[src/rtl/pd_pkg.sv]
package pd_pkg;

  localparam int QUAL_W = 6;

  typedef struct packed {
    logic capture;
    logic announce;
  } pdCtrl_t;

  // Window half-width in double strips for a station (0..3) and bend index
  function automatic int stationReach(int station, int bend);
    int base;
    base = (bend == 0) ? 0 : (1 << (bend - 1));
    case (station)
      0:       return base;
      1:       return 0;
      2:       return base >> 2;
      default: return base >> 1;
    endcase
  endfunction

endpackage

[src/rtl/pd_ctrl.sv]
module pd_ctrl (
  input  logic             clk,
  input  logic             rstN,
  input  logic             strobe,
  output pd_pkg::pdCtrl_t  ctrl,
  output logic             resultValid
);

  logic validQ;

  always_comb begin
    ctrl.capture  = strobe;
    ctrl.announce = strobe;
  end

  always_ff @(posedge clk) begin
    if (!rstN) validQ <= 1'b0;
    else       validQ <= ctrl.announce;
  end

  assign resultValid = validQ;

endmodule

[src/rtl/pd_key_eval.sv]
module pd_key_eval #(
  parameter int NPOS  = 32,
  parameter int NBEND = 6,
  parameter int KEY   = 0,
  localparam int IDW   = (NBEND > 1) ? $clog2(NBEND) : 1,
  localparam int REACH = 1 << (NBEND - 2)
) (
  input  logic [4*NPOS-1:0]          diAll,
  output logic [pd_pkg::QUAL_W-1:0]  qual,
  output logic [IDW-1:0]             pid
);

  localparam int PADW = NPOS + 2 * REACH;

  logic [PADW-1:0]  pad  [4];
  logic [REACH:0]   near [4];
  logic [3:0]       stHit [NBEND];

  // Cumulative "any hit within distance d of the key" per station
  for (genvar s = 0; s < 4; s++) begin : g_station
    assign pad[s] = {{REACH{1'b0}}, diAll[s*NPOS +: NPOS], {REACH{1'b0}}};
    assign near[s][0] = pad[s][KEY + REACH];
    for (genvar d = 1; d <= REACH; d++) begin : g_dist
      assign near[s][d] = near[s][d-1] | pad[s][KEY + REACH - d] | pad[s][KEY + REACH + d];
    end
  end

  for (genvar b = 0; b < NBEND; b++) begin : g_bend
    for (genvar s = 0; s < 4; s++) begin : g_st
      localparam int R = pd_pkg::stationReach(s, b);
      assign stHit[b][s] = near[s][R];
    end
  end

  always_comb begin
    logic [2:0]                cnt;
    logic [1:0]                cntField;
    logic [pd_pkg::QUAL_W-1:0] cand;
    qual = '0;
    pid  = '0;
    for (int b = 0; b < NBEND; b++) begin
      cnt      = 3'($countones(stHit[b]));
      cntField = 2'(cnt - 3'd1);
      cand     = (cnt >= 3'd2) ? {cntField, stHit[b][0], 3'(NBEND - 1 - b)} : '0;
      if (cand > qual) begin
        qual = cand;
        pid  = IDW'(b);
      end
    end
  end

endmodule

[src/rtl/pd_datapath.sv]
module pd_datapath #(
  parameter int NPOS  = 32,
  parameter int NBEND = 6,
  localparam int IDW   = (NBEND > 1) ? $clog2(NBEND) : 1,
  localparam int QW    = pd_pkg::QUAL_W
) (
  input  logic                 clk,
  input  logic                 rstN,
  input  pd_pkg::pdCtrl_t      ctrl,
  input  logic [2*NPOS-1:0]    stripSt1,
  input  logic [2*NPOS-1:0]    stripSt2,
  input  logic [2*NPOS-1:0]    stripSt3,
  input  logic [2*NPOS-1:0]    stripSt4,
  output logic [QW*NPOS-1:0]   quality,
  output logic [IDW*NPOS-1:0]  patternId
);

  logic [2*NPOS-1:0]   strips [4];
  logic [4*NPOS-1:0]   diAll;
  logic [QW*NPOS-1:0]  qualNext;
  logic [IDW*NPOS-1:0] idNext;

  assign strips[0] = stripSt1;
  assign strips[1] = stripSt2;
  assign strips[2] = stripSt3;
  assign strips[3] = stripSt4;

  for (genvar s = 0; s < 4; s++) begin : g_merge
    for (genvar k = 0; k < NPOS; k++) begin : g_pair
      assign diAll[s*NPOS + k] = strips[s][2*k] | strips[s][2*k+1];
    end
  end

  for (genvar k = 0; k < NPOS; k++) begin : g_key
    pd_key_eval #(.NPOS(NPOS), .NBEND(NBEND), .KEY(k)) u_eval (
      .diAll (diAll),
      .qual  (qualNext[k*QW +: QW]),
      .pid   (idNext[k*IDW +: IDW])
    );
  end

  always_ff @(posedge clk) begin
    if (!rstN) begin
      quality   <= '0;
      patternId <= '0;
    end else if (ctrl.capture) begin
      quality   <= qualNext;
      patternId <= idNext;
    end
  end

endmodule

[src/rtl/bend_pattern_detector.sv]
module bend_pattern_detector #(
  parameter int NPOS  = 32,
  parameter int NBEND = 6,
  localparam int IDW   = (NBEND > 1) ? $clog2(NBEND) : 1,
  localparam int QW    = pd_pkg::QUAL_W
) (
  input  logic                 clk,
  input  logic                 rstN,
  input  logic                 strobe,
  input  logic [2*NPOS-1:0]    stripSt1,
  input  logic [2*NPOS-1:0]    stripSt2,
  input  logic [2*NPOS-1:0]    stripSt3,
  input  logic [2*NPOS-1:0]    stripSt4,
  output logic [QW*NPOS-1:0]   quality,
  output logic [IDW*NPOS-1:0]  patternId,
  output logic                 resultValid
);

  pd_pkg::pdCtrl_t ctrl;

  pd_ctrl u_ctrl (
    .clk         (clk),
    .rstN        (rstN),
    .strobe      (strobe),
    .ctrl        (ctrl),
    .resultValid (resultValid)
  );

  pd_datapath #(.NPOS(NPOS), .NBEND(NBEND)) u_dp (
    .clk       (clk),
    .rstN      (rstN),
    .ctrl      (ctrl),
    .stripSt1  (stripSt1),
    .stripSt2  (stripSt2),
    .stripSt3  (stripSt3),
    .stripSt4  (stripSt4),
    .quality   (quality),
    .patternId (patternId)
  );

endmodule

[config.mk]
export PLATFORM = sky130hd
export DESIGN_NAME = bend_pattern_detector
export DESIGN_NICKNAME = d
export VERILOG_FILES = /design/src/rtl/pd_pkg.sv /design/src/rtl/pd_ctrl.sv /design/src/rtl/pd_key_eval.sv /design/src/rtl/pd_datapath.sv /design/src/rtl/bend_pattern_detector.sv
export SDC_FILE = /design/constraint.sdc
export NUM_CORES = 2
export LEC_CHECK = 0
export BUFFER_PORTS_ARGS = -buffer_cell sky130_fd_sc_hd__buf_2
export CORE_MARGIN = 1.5
export CORE_UTILIZATION = 40
export CTS_CLUSTER_SIZE = 25
export DETAILED_ROUTE_END_ITERATION = 10
export PLACE_DENSITY_LB_ADDON = 0.05
export SLEW_MARGIN = 30
export SYNTH_ARGS = -nofsm -noshare
export SYNTH_HDL_FRONTEND = slang
export SYNTH_SLANG_ARGS = --single-unit
[constraint.sdc]
create_clock -name clk -period 8.95 [get_ports clk]
set_clock_uncertainty 0.2 [all_clocks]
set_input_delay 0.895 -clock clk [delete_from_list [all_inputs] [get_ports clk]]
set_output_delay 0.895 -clock clk [all_outputs]
set_load 0.005 [all_outputs]
### Yosys cells after proc, flatten, opt, wreduce, memory -nomap -nowiden

Index checks and enable logic that the tools add are counted.

| word-level totals | value |
|---|---|
| register bits | 289 |
| input port bits | 259 |
| output and inout port bits | 289 |

| operators by class | value |
|---|---|
| add/subtract/negate cells | 736 |
| magnitude comparators | 384 |
| mux-type cells | 544 |
| bitwise operators | 1,528 |

Operators with widths:

| operator | count |
|---|---|
| 6-bit 2-to-1 mux | 384 |
| 1-bit bitwise OR | 1,528 |
| 6-bit > comparator | 160 |
| 1-bit by 1-bit adder with 2-bit output | 352 |
| 2-bit by 2-bit adder with 3-bit output | 192 |
| 3-bit by 2-bit greater-or-equal comparator with 1-bit output, second input constant | 192 |
| 2-bit by 1-bit subtractor with 2-bit output, second input constant | 192 |
| 3-bit 2-to-1 mux | 66 |
| 6-bit by 1-bit > comparator with 1-bit output, second input constant | 32 |
| 2-bit 2-to-1 mux | 62 |
| 1-bit 2-to-1 mux | 32 |

### Logic depth before layout (Yosys ltp)

| logic depth | value |
|---|---|
| depth after elaboration | 38 |
| depth in mapped cells | 44 |
| gate-level depth less buffers | 44 |

### By module

Synthesis repeated with hierarchy kept, for this count alone.

| second synthesis, totals | value |
|---|---|
| cell total of the unflattened synthesis | 8,596 |
| area, all modules | 68,281.7 um^2 |

By module, submodules not included:

| module | times used | cells each | area each (um^2) |
|---|---|---|---|
| pd_datapath | 1 | 1,056 | 11,711.2 |
| pd_key_eval (u_dp.g_key[13].u_eval ...) | 2 | 238 | 1,881.8 |
| pd_key_eval (u_dp.g_key[12].u_eval ...) | 2 | 254 | 1,839.3 |
| pd_key_eval (u_dp.g_key[10].u_eval ...) | 2 | 238 | 1,814.2 |
| pd_key_eval (u_dp.g_key[27].u_eval ...) | 2 | 240 | 1,806.7 |
| pd_key_eval (u_dp.g_key[29].u_eval ...) | 2 | 229 | 1,786.7 |
| pd_key_eval (u_dp.g_key[14].u_eval ...) | 2 | 244 | 1,780.5 |
| pd_key_eval (u_dp.g_key[25].u_eval ...) | 2 | 228 | 1,731.7 |
| pd_key_eval (u_dp.g_key[15].u_eval ...) | 2 | 232 | 1,689.1 |
| pd_key_eval (u_dp.g_key[28].u_eval ...) | 2 | 227 | 1,610.3 |
| pd_key_eval (u_dp.g_key[8].u_eval) | 1 | 263 | 1,905.6 |
| pd_key_eval (u_dp.g_key[24].u_eval) | 1 | 263 | 1,869.3 |
| pd_key_eval (u_dp.g_key[30].u_eval) | 1 | 249 | 1,846.8 |
| pd_key_eval (u_dp.g_key[26].u_eval) | 1 | 232 | 1,816.7 |
| 11 more rows | -- | -- | -- |

### Least setup slack after synthesis

OpenSTA, ideal clock, no wires.

| path | value |
|---|---|
| kind | input to register |
| start | input stripSt3[49] |
| end | register u_dp.patternId[73] |
| library setup time | 0.061 ns |
| arrival time | 9.188 ns |
| setup slack | -0.499 ns |
| stages on the path | 40 |
| buffers on the path | 2 |
| path through | nor2_1 > inv_1 > ha_1 > fa_1 > inv_1 > ha_1 > xnor2_1 > nand2b_1 > ha_1 > nand4_1 > or2_2 > clkbuf_1 > a21o_1 > a211oi_1 > a21oi_1 > or2_2 > o21ai_1 > ha_1 > [... 4 more ...] > or4_1 > clkbuf_1 > nand2_1 > mux2i_1 > inv_1 > ha_1 > and3_1 > o211ai_1 > a21boi_2 > mux2_1 > ha_1 > a21o_1 > a21oi_1 > a21oi_1 > nand2_1 > o22a_1 > nor2b_1 > a32o_1 |

| on the way | value |
|---|---|
| longest elaborated chain between the ends | 17 |

RTL lines:

| element | RTL line | RTL |
|---|---|---|
| from (decl) | bend_pattern_detector.sv:12 | `input logic [2*NPOS-1:0] stripSt3,` |
| 1-bit bitwise OR * | pd_datapath.sv:30 | `assign diAll[s*NPOS + k] = strips[s][2*k] \| strips[s][2*k+1];` |
| 1-bit by 1-bit adder with 2-bit output (implied by the code) | pd_key_eval.sv:42 | `cnt = 3'($countones(stHit[b]));` |
| 2-bit by 2-bit adder with 3-bit output (implied by the code) | pd_key_eval.sv:42 |  |
| 3-bit by 2-bit greater-or-equal comparator with 1-bit output or 2-bit by 1-bit subtractor with 2-bit output (tied branches) | pd_key_eval.sv:44, pd_key_eval.sv:43 |  |
| 6-bit 2-to-1 mux | pd_key_eval.sv:44 | `cand = (cnt >= 3'd2) ? {cntField, stHit[b][0], 3'(NBEND - 1 - b)} : '0;` |
| 6-bit by 1-bit > comparator with 1-bit output | pd_key_eval.sv:45 | `if (cand > qual) begin` |
| 6-bit 2-to-1 mux | pd_key_eval.sv:45 |  |
| 6-bit > comparator | pd_key_eval.sv:45 |  |
| 6-bit 2-to-1 mux | pd_key_eval.sv:45 |  |
| 6-bit > comparator | pd_key_eval.sv:45 |  |
| 6-bit 2-to-1 mux | pd_key_eval.sv:45 |  |
| 6-bit > comparator | pd_key_eval.sv:45 |  |
| 6-bit 2-to-1 mux | pd_key_eval.sv:45 |  |
| 6-bit > comparator | pd_key_eval.sv:45 |  |
| 6-bit 2-to-1 mux | pd_key_eval.sv:45 |  |
| 6-bit > comparator | pd_key_eval.sv:45 |  |
| 3-bit 2-to-1 mux * | pd_key_eval.sv:45 |  |
| to (signal assigned) | pd_datapath.sv:48 | `patternId <= idNext;` |
| to (decl) | pd_datapath.sv:15 | `output logic [IDW*NPOS-1:0] patternId` |

Every way passes the cells marked *; elsewhere a longest branch is shown, timed or not.
A chain may end at the register's enable or synchronous reset.

### Worst setup path after layout

| path | value |
|---|---|
| start | input stripSt3[17] |
| end | register u_dp.quality[50] |

| on the way | value |
|---|---|
| longest elaborated chain between the ends | 17 |

RTL lines:

| element | RTL line | RTL |
|---|---|---|
| 1-bit bitwise OR * | pd_datapath.sv:30 |  |
| 1-bit by 1-bit adder with 2-bit output (implied by the code) | pd_key_eval.sv:42 |  |
| 2-bit by 2-bit adder with 3-bit output (implied by the code) | pd_key_eval.sv:42 |  |
| 3-bit by 2-bit greater-or-equal comparator with 1-bit output or 2-bit by 1-bit subtractor with 2-bit output (tied branches) | pd_key_eval.sv:44, pd_key_eval.sv:43 |  |
| 6-bit 2-to-1 mux | pd_key_eval.sv:44 |  |
| 6-bit by 1-bit > comparator with 1-bit output | pd_key_eval.sv:45 |  |
| 6-bit 2-to-1 mux | pd_key_eval.sv:45 |  |
| 6-bit > comparator | pd_key_eval.sv:45 |  |
| 6-bit 2-to-1 mux | pd_key_eval.sv:45 |  |
| 6-bit > comparator | pd_key_eval.sv:45 |  |
| 6-bit 2-to-1 mux | pd_key_eval.sv:45 |  |
| 6-bit > comparator | pd_key_eval.sv:45 |  |
| 6-bit 2-to-1 mux | pd_key_eval.sv:45 |  |
| 6-bit > comparator | pd_key_eval.sv:45 |  |
| 6-bit 2-to-1 mux | pd_key_eval.sv:45 |  |
| 6-bit > comparator | pd_key_eval.sv:45 |  |
| 6-bit 2-to-1 mux * | pd_key_eval.sv:45 |  |
| to (signal assigned) | pd_datapath.sv:47 | `quality <= qualNext;` |
| to (decl) | pd_datapath.sv:14 | `output logic [QW*NPOS-1:0] quality,` |

Marks and branches as above.

==> results.tsv <==
stage	metric	value	unit
worst_setup_path	cpMostUsedCell	ha_1	
worst_setup_path	max_stage_delay	0.48	ns
grt	grt_pass1_wl	345000	µm
grt	grt_use_total	0.330	
drt	wl	231000	µm
die	start_util	0.404	
timing	worst_pin_slew	0.987	ns
layout	instances_no_fill	10600	
placed_design	port-buffer-count	547	
drt	vias_per_cell	5.67	
logic_synthesis	netlist_area	53200	µm²
pwr	power_density	316	nW/µm²
grt	grt_use_met3	0.0489	
layout	final_common_cell	buf_4	
pwr	p_clk_frac	0.087	
worst_setup_path	cp.arrival	8.94	ns
worst_setup_path	path_max_fanout	3	
clocking	cts_root_buf	clkbuf_16	
placed_design	dpl.cell_count	10600	
grt	grt_use_met2	0.540	
timing	setup_viol	0	
logic_synthesis	synth_flop_cell	dfxtp_1	
timing	finalCritPeriodShare	0.953	
outcome	status	complete, no violations	
timing	setup_ws	0.418	ns
timing	fmaxAchievable	117	MHz
logic_synthesis	yosysUniqueCellTypes	133	
clocking	clock_latency	0.67	ns
grt	grt-ovfl-total	0	
logic_synthesis	synth-async-reset-ratio	0	
layout	final_cell_mix	buf_4, nor2_1, inv_1, ha_1, nand2_1	
die	placementRows	133	
logic_synthesis	synth_area_leader_cell	ha_1	
pwr	p_comb_frac	0.812	
pwr	power_frac_seq	0.101	
layout	fillers	13400	
clocking	cts_buffers	42	
pwr	swShare	0.478	
drt	drtIter0Drc	4464	
worst_setup_path	crit_path_end_kind	register	
timing	min_period	8.53	ns
logic_synthesis	synth_nets	8548	
logic_synthesis	synth.top_cells.by_area	ha_1, dfxtp_1, fa_1	
clocking	max-clock-path-buffers	3	
logic_synthesis	synthCells	7341	
die	core	132000	µm²
grt	globalRouteMet1Util	0.428	
logic_synthesis	ys_ff_latch	289	
die	ios	548	
grt	grt_max_degree	73	
hold_path	hold_class	register to register	
timing	maxSlewHeadroom	0.337	
timing	maxSlewViolCount	0	
pwr	total_power	21.4	mW
die	die_h	368	µm
clocking	clkTransAtPathRegs	0.07	ns
layout	drive_gt1_frac	0.234	
die	die-area	135000	µm²
grt	grt_pass1_vias	58100	
pwr	leakagePower	33.8	nW
placed_design	pre_cts_ws	-0.572	ns
placed_design	dp_hpwl	197000	µm
pwr	internal_power	11.1	mW
worst_setup_path	cpMaxStageDelayCell	or3b_2	
logic_synthesis	syn_avg_cell_area	7.24	µm²
grt	busiest_layer	met2	
clocking	clock-sinks	289	
worst_setup_path	critPathLaunchType	input pin	
placed_design	gp_congestion	0.994	
die	die_x	368	µm
drt	wl_per_cell	21.8	µm
logic_synthesis	ys_seq_area_frac	0.109	
drt	antenna_left	0	
drt	dr.pass1.iters	5	
drt	dr_total_vias	60300	
pwr	p_sw	10.2	mW
layout	nNetsFinal	10100	
logic_synthesis	netlist.area_leader.share	0.178	
drt	drc	0	
clocking	cts_tree	yes	
pwr	irDropWorstVdd	0.000195	V
grt	antenna_found_initial	10	
logic_synthesis	synth_edf_count	0	
clocking	htreeDepth	2	
layout	area_growth	27.0	%
worst_setup_path	critPathKind	input pin to register	
flow_run	maxCapViolCount	0	
timing	finalHoldViolCount	0	
worst_setup_path	crit_required	9.36	ns
logic_synthesis	yosysWarnings	0	
stage by stage:
step	cell area [µm²]	hold WS, ns	util	TNS, ns
detailed placement	65700	0.230	0.499	-15.33
CTS	67200	0.246	0.510	0
floorplan	53400	0.234	-	0
global placement	65700	0.232	0.499	-8.15
global route	67500	0.266	0.513	-0.125
finish	67500	0.241	0.513	0
path summary, 6_finish.rpt:
path,start,to,slack [ns],cells after the start
worst max register to register,u_dp.quality[51],u_dp.quality[51],7.84,2
worst max-delay path,stripSt3[17],u_dp.quality[50],0.42,38
worst min register to register,u_dp.patternId[13],u_dp.patternId[13],0.24,2
worst min-delay path,u_dp.patternId[13],u_dp.patternId[13],0.24,2
power groups by stage:
stage          Combinational [mW]  Clock, mW  Sequential [mW]
6_report                     17.4       1.86             2.15
2_1_floorplan                10.4          0             2.07
3_3_place_gp                 16.7          0             2.16
3_5_place_dp                 16.8          0             2.16
5_1_grt                      19.2       1.95             2.19
4_1_cts                      16.9       1.91             2.14
synth_stat cells (18+ instances only):
cell and n:
xnor2_1 78, a21o_1 144, nor2b_1 69, o22ai_1 44, or2_2 103, xor2_1 120
o21ai_1 22, mux2_2 48, a21boi_0 25, nor4_1 53, o211a_1 18, a31o_2 36
nand2_1 609, ha_1 758, nor3_1 172, o21bai_1 23, maj3_1 38, o21ai_0 347
a21oi_1 465, dfxtp_1 289, a32oi_1 44, o31ai_1 63, nand3_1 231, and3_1 56
or4_1 21, a211oi_1 62, and2_1 76, inv_1 895, a32o_1 56, o221ai_1 21
nand4_1 82, a211o_1 23, nand2b_1 101, clkbuf_1 134, nor2_1 954, o21a_1 48
or3_1 58, fa_1 190, mux2i_1 122, a31oi_1 116, o211ai_1 44, a22o_1 39
o31a_1 20
worst max-delay path, delay by kind of cell:
kind / cells / cell delay (ns)
compound gates: 18 / 3.21
fa+ha+maj: 9 / 2.81
mux: 1 / 0.37
simple gates: 6 / 1.32
buf+inv: 4 / 0.34
repair_timing:
action,CTS,global route
setup buffers,0,7
setup endpoints to repair,0,96
hold buffers,0,0
endpoints found under the hold margin,0,0
resized for setup,0,79
cells by family (layout without fill, tap and decap cells):
logic type | after synthesis | count (layout) | synth area share
other | 0 | 2 | 0
buffers and inverters | 1054 | 2590 | 0.0754
xor gates and xnor gates | 199 | 199 | 0.0329
DFF | 289 | 289 | 0.109
muxes | 175 | 175 | 0.0344
AOI/OAI and AO/OA | 1927 | 1927 | 0.250
adders and majority gates | 989 | 989 | 0.258
and+or+nand+nor | 2708 | 2708 | 0.241
per-layer routing:
metal  vias to the layer above  part of all wire
li1                      29300                 -
met1                     28700              0.44
met2                      1891              0.45
met3                       395             0.065
met4                         6             0.050
met5                         -           0.00016
final cells by class:
type | instances | area (µm²) | area share
inverter | 904 | 3400 | 0.0503
tap | 1755 | 2200 | 0.0325
antenna | 2 | 5.00 | 0.0000741
timing repair buffer | 1611 | 10800 | 0.159
clock buffer | 54 | 1180 | 0.0174
sequential | 289 | 5790 | 0.0857
multi-input combinational | 5998 | 43900 | 0.650
clock inverter | 21 | 305 | 0.00452
state kept, by name (all words and copies together) (netlist names):
signal and cells:
u_dp.patternId 96, u_dp.quality 192, u_ctrl.resultValid 1
No activity file was read; power rests on OpenSTA's default activity.
